$ cat src/rtl/omega_pkg.sv
package omega_pkg;

  // Perfect shuffle: left rotation of an LG-bit line index.
  function automatic int shuffle_left(int idx, int lg);
    return ((idx << 1) | (idx >> (lg - 1))) & ((1 << lg) - 1);
  endfunction

  // Inverse shuffle: which previous line feeds position idx.
  function automatic int shuffle_right(int idx, int lg);
    return ((idx >> 1) | ((idx & 1) << (lg - 1))) & ((1 << lg) - 1);
  endfunction

  // Source CPU of a request lost in column `stage` at shuffled position
  // `pos`: upper bits are already stamped in the module field, the next
  // bit is the element port, the rest sit in the top of the position.
  function automatic int lost_source(int stage, int modf, int pos, int lg);
    int src;
    src = 0;
    for (int b = 0; b < lg; b++) begin
      int bitv;
      if (b > lg - 1 - stage)       bitv = (modf >> b) & 1;
      else if (b == lg - 1 - stage) bitv = pos & 1;
      else                          bitv = (pos >> (b + stage + 1)) & 1;
      src = src | (bitv << b);
    end
    return src;
  endfunction

endpackage

$ cat src/rtl/omega_switch2.sv
module omega_switch2 #(
  parameter int MSG_W   = 13,
  parameter int SEL_POS = 12
) (
  input  logic [1:0]            in_valid,
  input  logic [1:0][MSG_W-1:0] in_msg,
  output logic [1:0]            out_valid,
  output logic [1:0][MSG_W-1:0] out_msg,
  output logic                  lower_lost
);

  logic want_up, want_lo, clash, pass_lo;

  function automatic logic [MSG_W-1:0] stamp(logic [MSG_W-1:0] m, logic port);
    logic [MSG_W-1:0] r;
    r = m;
    r[SEL_POS] = port;
    return r;
  endfunction

  always_comb begin
    want_up = in_msg[0][SEL_POS];
    want_lo = in_msg[1][SEL_POS];
    clash   = in_valid[0] && in_valid[1] && (want_up == want_lo);
    pass_lo = in_valid[1] && !clash;
    for (int o = 0; o < 2; o++) begin
      if (in_valid[0] && (want_up == 1'(o))) begin
        out_valid[o] = 1'b1;
        out_msg[o]   = stamp(in_msg[0], 1'b0);
      end else begin
        out_valid[o] = pass_lo && (want_lo == 1'(o));
        out_msg[o]   = stamp(in_msg[1], 1'b1);
      end
    end
  end

  assign lower_lost = clash;

endmodule

$ cat src/rtl/omega_stage.sv
module omega_stage #(
  parameter int LOG_PORTS = 3,
  parameter int MSG_W     = 13,
  parameter int STAGE     = 0,
  localparam int NPORT    = 1 << LOG_PORTS,
  localparam int SEL_POS  = MSG_W - LOG_PORTS + (LOG_PORTS - 1 - STAGE)
) (
  input  logic                        clk,
  input  logic                        rst_n,
  input  logic [NPORT-1:0]            in_valid,
  input  logic [NPORT-1:0][MSG_W-1:0] in_msg,
  output logic [NPORT-1:0]            out_valid,
  output logic [NPORT-1:0][MSG_W-1:0] out_msg,
  output logic [NPORT-1:0]            lost_src
);
  import omega_pkg::*;

  logic [NPORT-1:0]            sh_valid;
  logic [NPORT-1:0][MSG_W-1:0] sh_msg;
  logic [NPORT-1:0]            sw_valid;
  logic [NPORT-1:0][MSG_W-1:0] sw_msg;
  logic [NPORT/2-1:0]          sw_lost;

  genvar p, j;
  generate
    for (p = 0; p < NPORT; p++) begin : g_shuffle
      assign sh_valid[p] = in_valid[shuffle_right(p, LOG_PORTS)];
      assign sh_msg[p]   = in_msg[shuffle_right(p, LOG_PORTS)];
    end

    for (j = 0; j < NPORT/2; j++) begin : g_elem
      omega_switch2 #(.MSG_W(MSG_W), .SEL_POS(SEL_POS)) u_sw (
        .in_valid  (sh_valid[2*j+1:2*j]),
        .in_msg    (sh_msg[2*j+1:2*j]),
        .out_valid (sw_valid[2*j+1:2*j]),
        .out_msg   (sw_msg[2*j+1:2*j]),
        .lower_lost(sw_lost[j])
      );

      // element neither creates nor loses requests beyond the flagged one
      assert_elem_conserves_R6: assert property (@(posedge clk) disable iff (!rst_n)
        $countones(sw_valid[2*j+1:2*j]) + int'(sw_lost[j]) == $countones(sh_valid[2*j+1:2*j]));
      // a loss only happens when the upper input is contending
      assert_lower_yields_R6: assert property (@(posedge clk) disable iff (!rst_n)
        sw_lost[j] |-> (sh_valid[2*j] && sh_valid[2*j+1]));
    end
  endgenerate

  always_comb begin
    lost_src = '0;
    for (int k = 0; k < NPORT/2; k++) begin
      if (sw_lost[k])
        lost_src[LOG_PORTS'(lost_source(STAGE,
                   int'(sh_msg[2*k+1][MSG_W-1 -: LOG_PORTS]), 2*k+1, LOG_PORTS))] = 1'b1;
    end
  end

  always_ff @(posedge clk or negedge rst_n) begin
    if (!rst_n) begin
      out_valid <= '0;
      out_msg   <= '0;
    end else begin
      out_valid <= sw_valid;
      out_msg   <= sw_msg;
    end
  end

  // registered column: survivors of last cycle = arrivals minus losses
  assert_stage_keeps_R7: assert property (@(posedge clk) disable iff (!rst_n)
    (|in_valid) |=> $countones(out_valid) == $past($countones(in_valid)) - $past($countones(lost_src)));
  assert_stage_idle_R7: assert property (@(posedge clk) disable iff (!rst_n)
    !(|in_valid) |=> out_valid == '0);

endmodule

$ cat src/rtl/omega_net.sv
module omega_net #(
  parameter int LOG_PORTS = 3,
  parameter int ADDR_W    = 8,
  parameter int OP_W      = 2,
  localparam int NPORT    = 1 << LOG_PORTS,
  localparam int MSG_W    = LOG_PORTS + ADDR_W + OP_W
) (
  input  logic                        clk,
  input  logic                        rst_n,
  input  logic [NPORT-1:0]            cpu_valid,
  input  logic [NPORT*LOG_PORTS-1:0]  cpu_module,
  input  logic [NPORT*ADDR_W-1:0]     cpu_addr,
  input  logic [NPORT*OP_W-1:0]       cpu_op,
  output logic [NPORT-1:0]            cpu_blocked,
  output logic [NPORT-1:0]            mem_valid,
  output logic [NPORT*LOG_PORTS-1:0]  mem_tag,
  output logic [NPORT*ADDR_W-1:0]     mem_addr,
  output logic [NPORT*OP_W-1:0]       mem_op
);

  logic [NPORT-1:0]            lvl_valid [LOG_PORTS+1];
  logic [NPORT-1:0][MSG_W-1:0] lvl_msg   [LOG_PORTS+1];
  logic [NPORT-1:0]            stg_lost  [LOG_PORTS];
  logic [NPORT-1:0]            any_lost;

  genvar s, k, m;
  generate
    for (s = 0; s < NPORT; s++) begin : g_pack
      assign lvl_msg[0][s] = {cpu_module[s*LOG_PORTS +: LOG_PORTS],
                              cpu_addr[s*ADDR_W +: ADDR_W],
                              cpu_op[s*OP_W +: OP_W]};
    end
    assign lvl_valid[0] = cpu_valid;

    for (k = 0; k < LOG_PORTS; k++) begin : g_col
      omega_stage #(.LOG_PORTS(LOG_PORTS), .MSG_W(MSG_W), .STAGE(k)) u_stage (
        .clk      (clk),
        .rst_n    (rst_n),
        .in_valid (lvl_valid[k]),
        .in_msg   (lvl_msg[k]),
        .out_valid(lvl_valid[k+1]),
        .out_msg  (lvl_msg[k+1]),
        .lost_src (stg_lost[k])
      );
    end

    for (m = 0; m < NPORT; m++) begin : g_unpack
      assign mem_tag[m*LOG_PORTS +: LOG_PORTS] = lvl_msg[LOG_PORTS][m][MSG_W-1 -: LOG_PORTS];
      assign mem_addr[m*ADDR_W +: ADDR_W]      = lvl_msg[LOG_PORTS][m][OP_W +: ADDR_W];
      assign mem_op[m*OP_W +: OP_W]            = lvl_msg[LOG_PORTS][m][OP_W-1:0];
    end
  endgenerate

  assign mem_valid = lvl_valid[LOG_PORTS];

  always_comb begin
    any_lost = '0;
    for (int c = 0; c < LOG_PORTS; c++) any_lost = any_lost | stg_lost[c];
  end

  always_ff @(posedge clk or negedge rst_n) begin
    if (!rst_n) cpu_blocked <= '0;
    else        cpu_blocked <= any_lost;
  end

  // delivered request came from the tagged CPU three edges earlier
  generate
    for (m = 0; m < NPORT; m++) begin : g_chk_mem
      for (s = 0; s < NPORT; s++) begin : g_chk_src
        assert_route_tag_R4: assert property (@(posedge clk) disable iff (!rst_n)
          (mem_valid[m] && mem_tag[m*LOG_PORTS +: LOG_PORTS] == LOG_PORTS'(s)) |->
          ($past(cpu_valid[s], 3) && $past(cpu_module[s*LOG_PORTS +: LOG_PORTS], 3) == LOG_PORTS'(m)));
      end
    end
    for (s = 0; s < NPORT; s++) begin : g_chk_blk
      assert_blocked_had_request_R8: assert property (@(posedge clk) disable iff (!rst_n)
        cpu_blocked[s] |-> ($past(cpu_valid[s], 1) || $past(cpu_valid[s], 2) || $past(cpu_valid[s], 3)));
    end
  endgenerate

endmodule

$ cat config.mk
export PLATFORM = sky130hd
export DESIGN_NAME = omega_net
export DESIGN_NICKNAME = d
export VERILOG_FILES = /design/src/rtl/omega_pkg.sv /design/src/rtl/omega_switch2.sv /design/src/rtl/omega_stage.sv /design/src/rtl/omega_net.sv
export SDC_FILE = /design/constraint.sdc
export NUM_CORES = 1
export LEC_CHECK = 0
export ABC_AREA = 1
export CORE_MARGIN = 2
export CORE_UTILIZATION = 50
export CTS_CLUSTER_SIZE = 10
export DETAILED_ROUTE_END_ITERATION = 8
export PLACE_DENSITY = 0.77
export SETUP_SLACK_MARGIN = 0.2
export SLEW_MARGIN = 20
export SYNTH_ARGS = -nofsm -noshare
export SYNTH_HDL_FRONTEND = slang
export SYNTH_SLANG_ARGS = --single-unit
$ cat constraint.sdc
create_clock -name clk -period 2.9 [get_ports clk]
set_clock_uncertainty 0.1 [all_clocks]
set_input_delay 0.435 -clock clk [delete_from_list [all_inputs] [get_ports clk]]
set_output_delay 0.435 -clock clk [all_outputs]
set_load 0.005 [all_outputs]
== Word-level counts from Yosys, hierarchy flattened ==
Index checks and enable logic that the tools add are counted.

* Output and inout port bits: 120
* Logic and storage cells: 344
* Bits in registers: 344
* Input bits: 114

* Reduce and logical (&&, ||, !) cells: 108
* Bitwise gates (word level): 59
* $lt $le $gt $ge: 24
* Eq/ne operators: 12
* Muxes and demuxes: 113

{| class="wikitable"
|+ Operator list
! kind !! count
|-
| 2-to-1 mux 13 bit || 24
|-
| logical AND 1 bit || 96
|-
| 2-to-1 mux 8 bit || 12
|-
| OR 8 bit || 11
|-
| OR 3 bit || 24
|-
| less-than comparator 3 x 5 -> 1 bit, second input constant || 12
|-
| 2-to-1 mux 1 bit || 45
|-
| demux 1 bit (select 3 bit) || 12
|-
| >= comparator 3 x 1 -> 1 bit, second input constant || 12
|-
| 2-to-1 mux 3 bit || 12
|-
| inverter 1 bit || 24
|-
| 2-to-1 mux 2 bit || 8
|-
| equality test 1 bit || 12
|-
| logical NOT 1 bit || 12
|}

== Depth between registers and ports, before layout ==
* Depth after elaboration: 18
* Mapped depth: 8
* Gate-level depth less buffers: 8

== By module ==
A second synthesis with hierarchy kept.

* Cells, all modules: 1541
* Area total of the unflattened synthesis: 13955.9 µm²

{| class="wikitable"
|+ Modules (own cells, without submodules)
! module !! area each (µm²) !! cells each !! sequential area each (µm²) !! instances
|-
| omega_switch2 || 412.9 || 93 || 0.0 || 12
|-
| omega_stage (g_col[2].u_stage) || 2955.3 || 143 || 2802.7 || 1
|-
| omega_stage (g_col[1].u_stage) || 2889.0 || 129 || 2802.7 || 1
|-
| omega_stage (g_col[0].u_stage) || 2866.5 || 121 || 2802.7 || 1
|-
| omega_net || 290.3 || 32 || 200.2 || 1
|}

== Least setup slack after synthesis ==
OpenSTA, ideal clock, no wires.

* Path kind: input -> register
* Start: in cpu_module[2]
* End: reg g_col[0].u_stage.out_msg[10] in the netlist's numbering
* Path buffers: 1
* Path slack: 1841 ps
* Required time: 2674 ps
* Stages on the path: 5
* Data arrival time: 833 ps
* Setup time: 126 ps
* Cells stage by stage: inv_1 > nand2_2 > buf_2 > nand2_1 > o21ai_0

{| class="wikitable"
|+ RTL lines
! what !! RTL line !! source
|-
| start: declaration || omega_net.sv:11 || <nowiki>input logic [NPORT*LOG_PORTS-1:0] cpu_module,</nowiki>
|-
| end signal: assignment || omega_stage.sv:64 || <nowiki>out_msg <= sw_msg;</nowiki>
|-
| end: declaration || omega_stage.sv:13 || <nowiki>output logic [NPORT-1:0][MSG_W-1:0] out_msg,</nowiki>
|}

== Worst setup path in the final report ==
* Start: reg cpu_blocked[2]
* End: out cpu_blocked[2]

{| class="wikitable"
|+ RTL lines
! what !! RTL line !! source
|-
| start: declaration || omega_net.sv:14 || <nowiki>output logic [NPORT-1:0] cpu_blocked,</nowiki>
|-
| start signal: assignment || omega_net.sv:63 || <nowiki>else cpu_blocked <= any_lost;</nowiki>
|}

No word-level cell between the ends.

==> flow_results.xml <==
<?xml version="1.0" encoding="UTF-8"?>
<metrics>
  <group name="run_status">
    <metric name="run_status" unit="">finished, final reports clean</metric>
  </group>
  <group name="worst_setup_path">
    <metric name="slowest_delay" unit="ps">520</metric>
    <metric name="required" unit="ps">2370</metric>
    <metric name="crit_path_max_fanout" unit="">1</metric>
    <metric name="crit_chain" unit="">clkdlybuf4s50_1</metric>
    <metric name="critPathSlowestCell" unit="">clkdlybuf4s50_1</metric>
    <metric name="worst-path-buf-inv" unit="">1</metric>
    <metric name="timing.critical_path.from_type" unit="">register</metric>
    <metric name="worstPathArrival" unit="ps">1410</metric>
    <metric name="worst_setup_path_end_kind" unit="">primary output</metric>
    <metric name="crit_path_kind" unit="">register to primary output</metric>
    <metric name="crit_family" unit="">buffers and inverters</metric>
  </group>
  <group name="cts">
    <metric name="clock_sinks" unit="">341</metric>
    <metric name="ctsRootBufferMaster" unit="">clkbuf_16</metric>
    <metric name="cts_inserted_buffers" unit="">40</metric>
    <metric name="clock_tree_from_tritoncts" unit="">built</metric>
    <metric name="hold_buffers" unit="">1</metric>
    <metric name="clkLatencyLatePin" unit="ps">520</metric>
    <metric name="cts_resized" unit="">0</metric>
    <metric name="cts-root-to-sink-buffers" unit="">3</metric>
    <metric name="cts.repair_timing.setup_buffer_count" unit="">0</metric>
    <metric name="clk_transition_reported_paths" unit="ps">50</metric>
    <metric name="htreeDepth" unit="">2</metric>
  </group>
  <group name="grt">
    <metric name="grt_pass1_vias" unit="">8908</metric>
    <metric name="antenna_found_initial" unit="">0</metric>
    <metric name="wire_length_of_the_first_global_routing_pass" unit="um">48720</metric>
    <metric name="globalRouteTotalUtil" unit="">0.2439</metric>
    <metric name="residual_overflow_from_global_routing" unit="">0</metric>
    <metric name="maximum_number_of_pins_on_one_net_before_global_route_repair" unit="">82</metric>
  </group>
  <group name="place">
    <metric name="placedInstanceArea" unit="sq mm">0.01511</metric>
    <metric name="port_buffers" unit="">230</metric>
    <metric name="detailedPlace.worstSlack" unit="ps">1082</metric>
    <metric name="placed_cells_incl_taps" unit="">1780</metric>
    <metric name="finalWeightedCongestion" unit="">0.9755</metric>
    <metric name="place.detailed.hpwl" unit="um">23920</metric>
  </group>
  <group name="die">
    <metric name="start_util" unit="">0.5067</metric>
    <metric name="floorplan.die_area" unit="sq mm">0.02674</metric>
    <metric name="chipHeight" unit="um">163.5</metric>
    <metric name="core-area" unit="sq mm">0.02511</metric>
    <metric name="num_ports" unit="">234</metric>
    <metric name="fp_rows" unit="">58</metric>
    <metric name="die_w" unit="um">163.5</metric>
  </group>
  <group name="final_layout">
    <metric name="mostFrequentLayoutCells" unit="">341 x dfrtp_1, 322 x nand2_1, 277 x o21ai_0</metric>
    <metric name="layout.cells.most_common" unit="">dfrtp_1</metric>
    <metric name="nets" unit="">1607</metric>
    <metric name="syn2layout_area_growth" unit="%">27.18</metric>
    <metric name="final_design_area_excluding_fillers" unit="sq mm">0.01618</metric>
    <metric name="num_antenna_cells" unit="">0</metric>
    <metric name="utilization" unit="">0.6444</metric>
    <metric name="layout-drive-gt1-share" unit="">0.05147</metric>
    <metric name="finish.cell_count_without_fillers" unit="">1826</metric>
  </group>
  <group name="sta">
    <metric name="postLayoutSetupSlackWorst" unit="ps">957.9</metric>
    <metric name="max_slew.worst_pin.slew" unit="ps">644.4</metric>
    <metric name="rsz0062_at_grt" unit="">no</metric>
    <metric name="total_of_endpoints_with_negative_setup_slack_in_the_final_report" unit="">0</metric>
    <metric name="fin_setup_tns" unit="ps">0</metric>
    <metric name="timing.final.crit_period" unit="ps">1942</metric>
    <metric name="final_max_slew_viol_count" unit="">0</metric>
    <metric name="max_slew_margin" unit="">0.5704</metric>
    <metric name="period_share" unit="">0.6697</metric>
    <metric name="max_freq" unit="GHz">0.5149</metric>
    <metric name="finalHoldViolCount" unit="">0</metric>
  </group>
  <group name="yosys">
    <metric name="postSynthAreaPerCell" unit="sq um">10.09</metric>
    <metric name="share_of_synthesized_area_occupied_by_flip_flops_and_latches" unit="">0.6707</metric>
    <metric name="postSynthCellCount" unit="">1261</metric>
    <metric name="post_synth_num_cell_types" unit="">19</metric>
    <metric name="mappedNetlistArea" unit="sq mm">0.01272</metric>
    <metric name="ys_warn_count" unit="">0</metric>
    <metric name="synth_seq_cells" unit="">341</metric>
  </group>
  <group name="drt">
    <metric name="totalWireLength" unit="um">31880</metric>
    <metric name="vias" unit="">9253</metric>
    <metric name="final_antenna_net_count" unit="">0</metric>
    <metric name="initial_detailed_routing_violation_count" unit="">712</metric>
    <metric name="avgRoutedWirePerCell" unit="um">17.46</metric>
    <metric name="drcViolationCount" unit="">0</metric>
    <metric name="drt-vias-per-instance" unit="">5.067</metric>
    <metric name="drt-pass1-iter-count" unit="">5</metric>
  </group>
  <group name="power_and_ir_drop">
    <metric name="power_leakage" unit="nW">7.980</metric>
    <metric name="peakVddDrop" unit="V">0.0003506</metric>
    <metric name="power.density_cell_area" unit="mW/mm^2">710.7</metric>
  </group>
  <group name="run">
    <metric name="drv.max_cap_violation_count" unit="">0</metric>
  </group>
  <group name="min_path">
    <metric name="hold_path_class" unit="">register to register</metric>
  </group>
</metrics>
==> layer usage <==
metal	wire length, um	vias up	track usage
met5	0	-	0
met3	2076	81	0.03911
met4	1109	0	0.08971
met1	13550	4421	0.3400
met2	15140	397	0.3911
li1	-	4354	-
==> flip-flops by register name, indices dropped and copies added (netlist names) <==
| register | count |
|---|---|
| g_col.u_stage.out_valid | 24 |
| cpu_blocked | 5 |
| g_col.u_stage.out_msg | 312 |
==> final cells by class <==
cell class / count / area, sq um
Clock inverter: 3 / 26.28
Tap cell: 330 / 412.9
Inverter: 185 / 694.4
Sequential cell: 341 / 8533
Clock buffer: 42 / 1030
Multi-Input combinational cell: 688 / 3059
Timing Repair Buffer: 237 / 2425
Fill cell: 1951 / 8929
==> cell families (layout without fill, tap and decap cells) <==
logic type / count (synthesis) / in the layout / synth area share
and+or+nand+nor: 368 / 368 / 0.1146
other: 1 / 5 / 0.0002948
buffers and inverters: 236 / 467 / 0.08999
AOI/OAI and AO/OA: 315 / 315 / 0.1244
DFF: 341 / 341 / 0.6707
==> power by group <==
group	total [mW]	internal [mW]	switching, mW
Clock	4.21	2.49	1.71
Combinational	1.67	0.819	0.852
Sequential	5.62	5.33	0.295
==> through the flow <==
stage,hold slack (ps),power [mW]
4_1_cts,375.3,11.56
2_1_floorplan,39.41,6.281
6_report,376.7,11.50
5_1_grt,395.0,11.99
3_5_place_dp,364.1,7.367
3_3_place_gp,359.3,7.308
==> cell usage after synthesis <==
cell type / instances / area share
a21oi_1: 4 / 0.0016
buf_2: 18 / 0.0071
buf_4: 3 / 0.0018
buf_6: 30 / 0.027
conb_1: 1 / 0.00029
dfrtp_1: 341 / 0.67
inv_1: 184 / 0.054
inv_2: 1 / 0.00029
nand2_1: 322 / 0.095
nand2_2: 24 / 0.012
nand3_1: 6 / 0.0024
nand4_1: 2 / 0.00098
nor2_1: 12 / 0.0035
nor3_1: 1 / 0.00039
o2111ai_1: 1 / 0.00069
o211ai_1: 1 / 0.00059
o21ai_0: 277 / 0.11
o21ai_1: 32 / 0.013
or2_2: 1 / 0.00049
==> final timing paths <==
path / startpoint / to / slack (ps) / depth (start not counted)
setup / recovery: cpu_blocked[2] / cpu_blocked[2] / 960 / 1
hold / removal: g_col[1].u_stage.out_msg[98] / g_col[2].u_stage.out_msg[98] / 380 / 2
max in group asynchronous: rst_n / g_col[2].u_stage.out_msg[80] / 1370 / 3
setup reg to reg: g_col[0].u_stage.out_valid[2] / g_col[1].u_stage.out_msg[65] / 1250 / 2
min in group asynchronous: rst_n / g_col[0].u_stage.out_msg[16] / 410 / 2
hold reg to reg: g_col[1].u_stage.out_msg[98] / g_col[2].u_stage.out_msg[98] / 380 / 2
No activity file was read; power rests on OpenSTA's default activity.
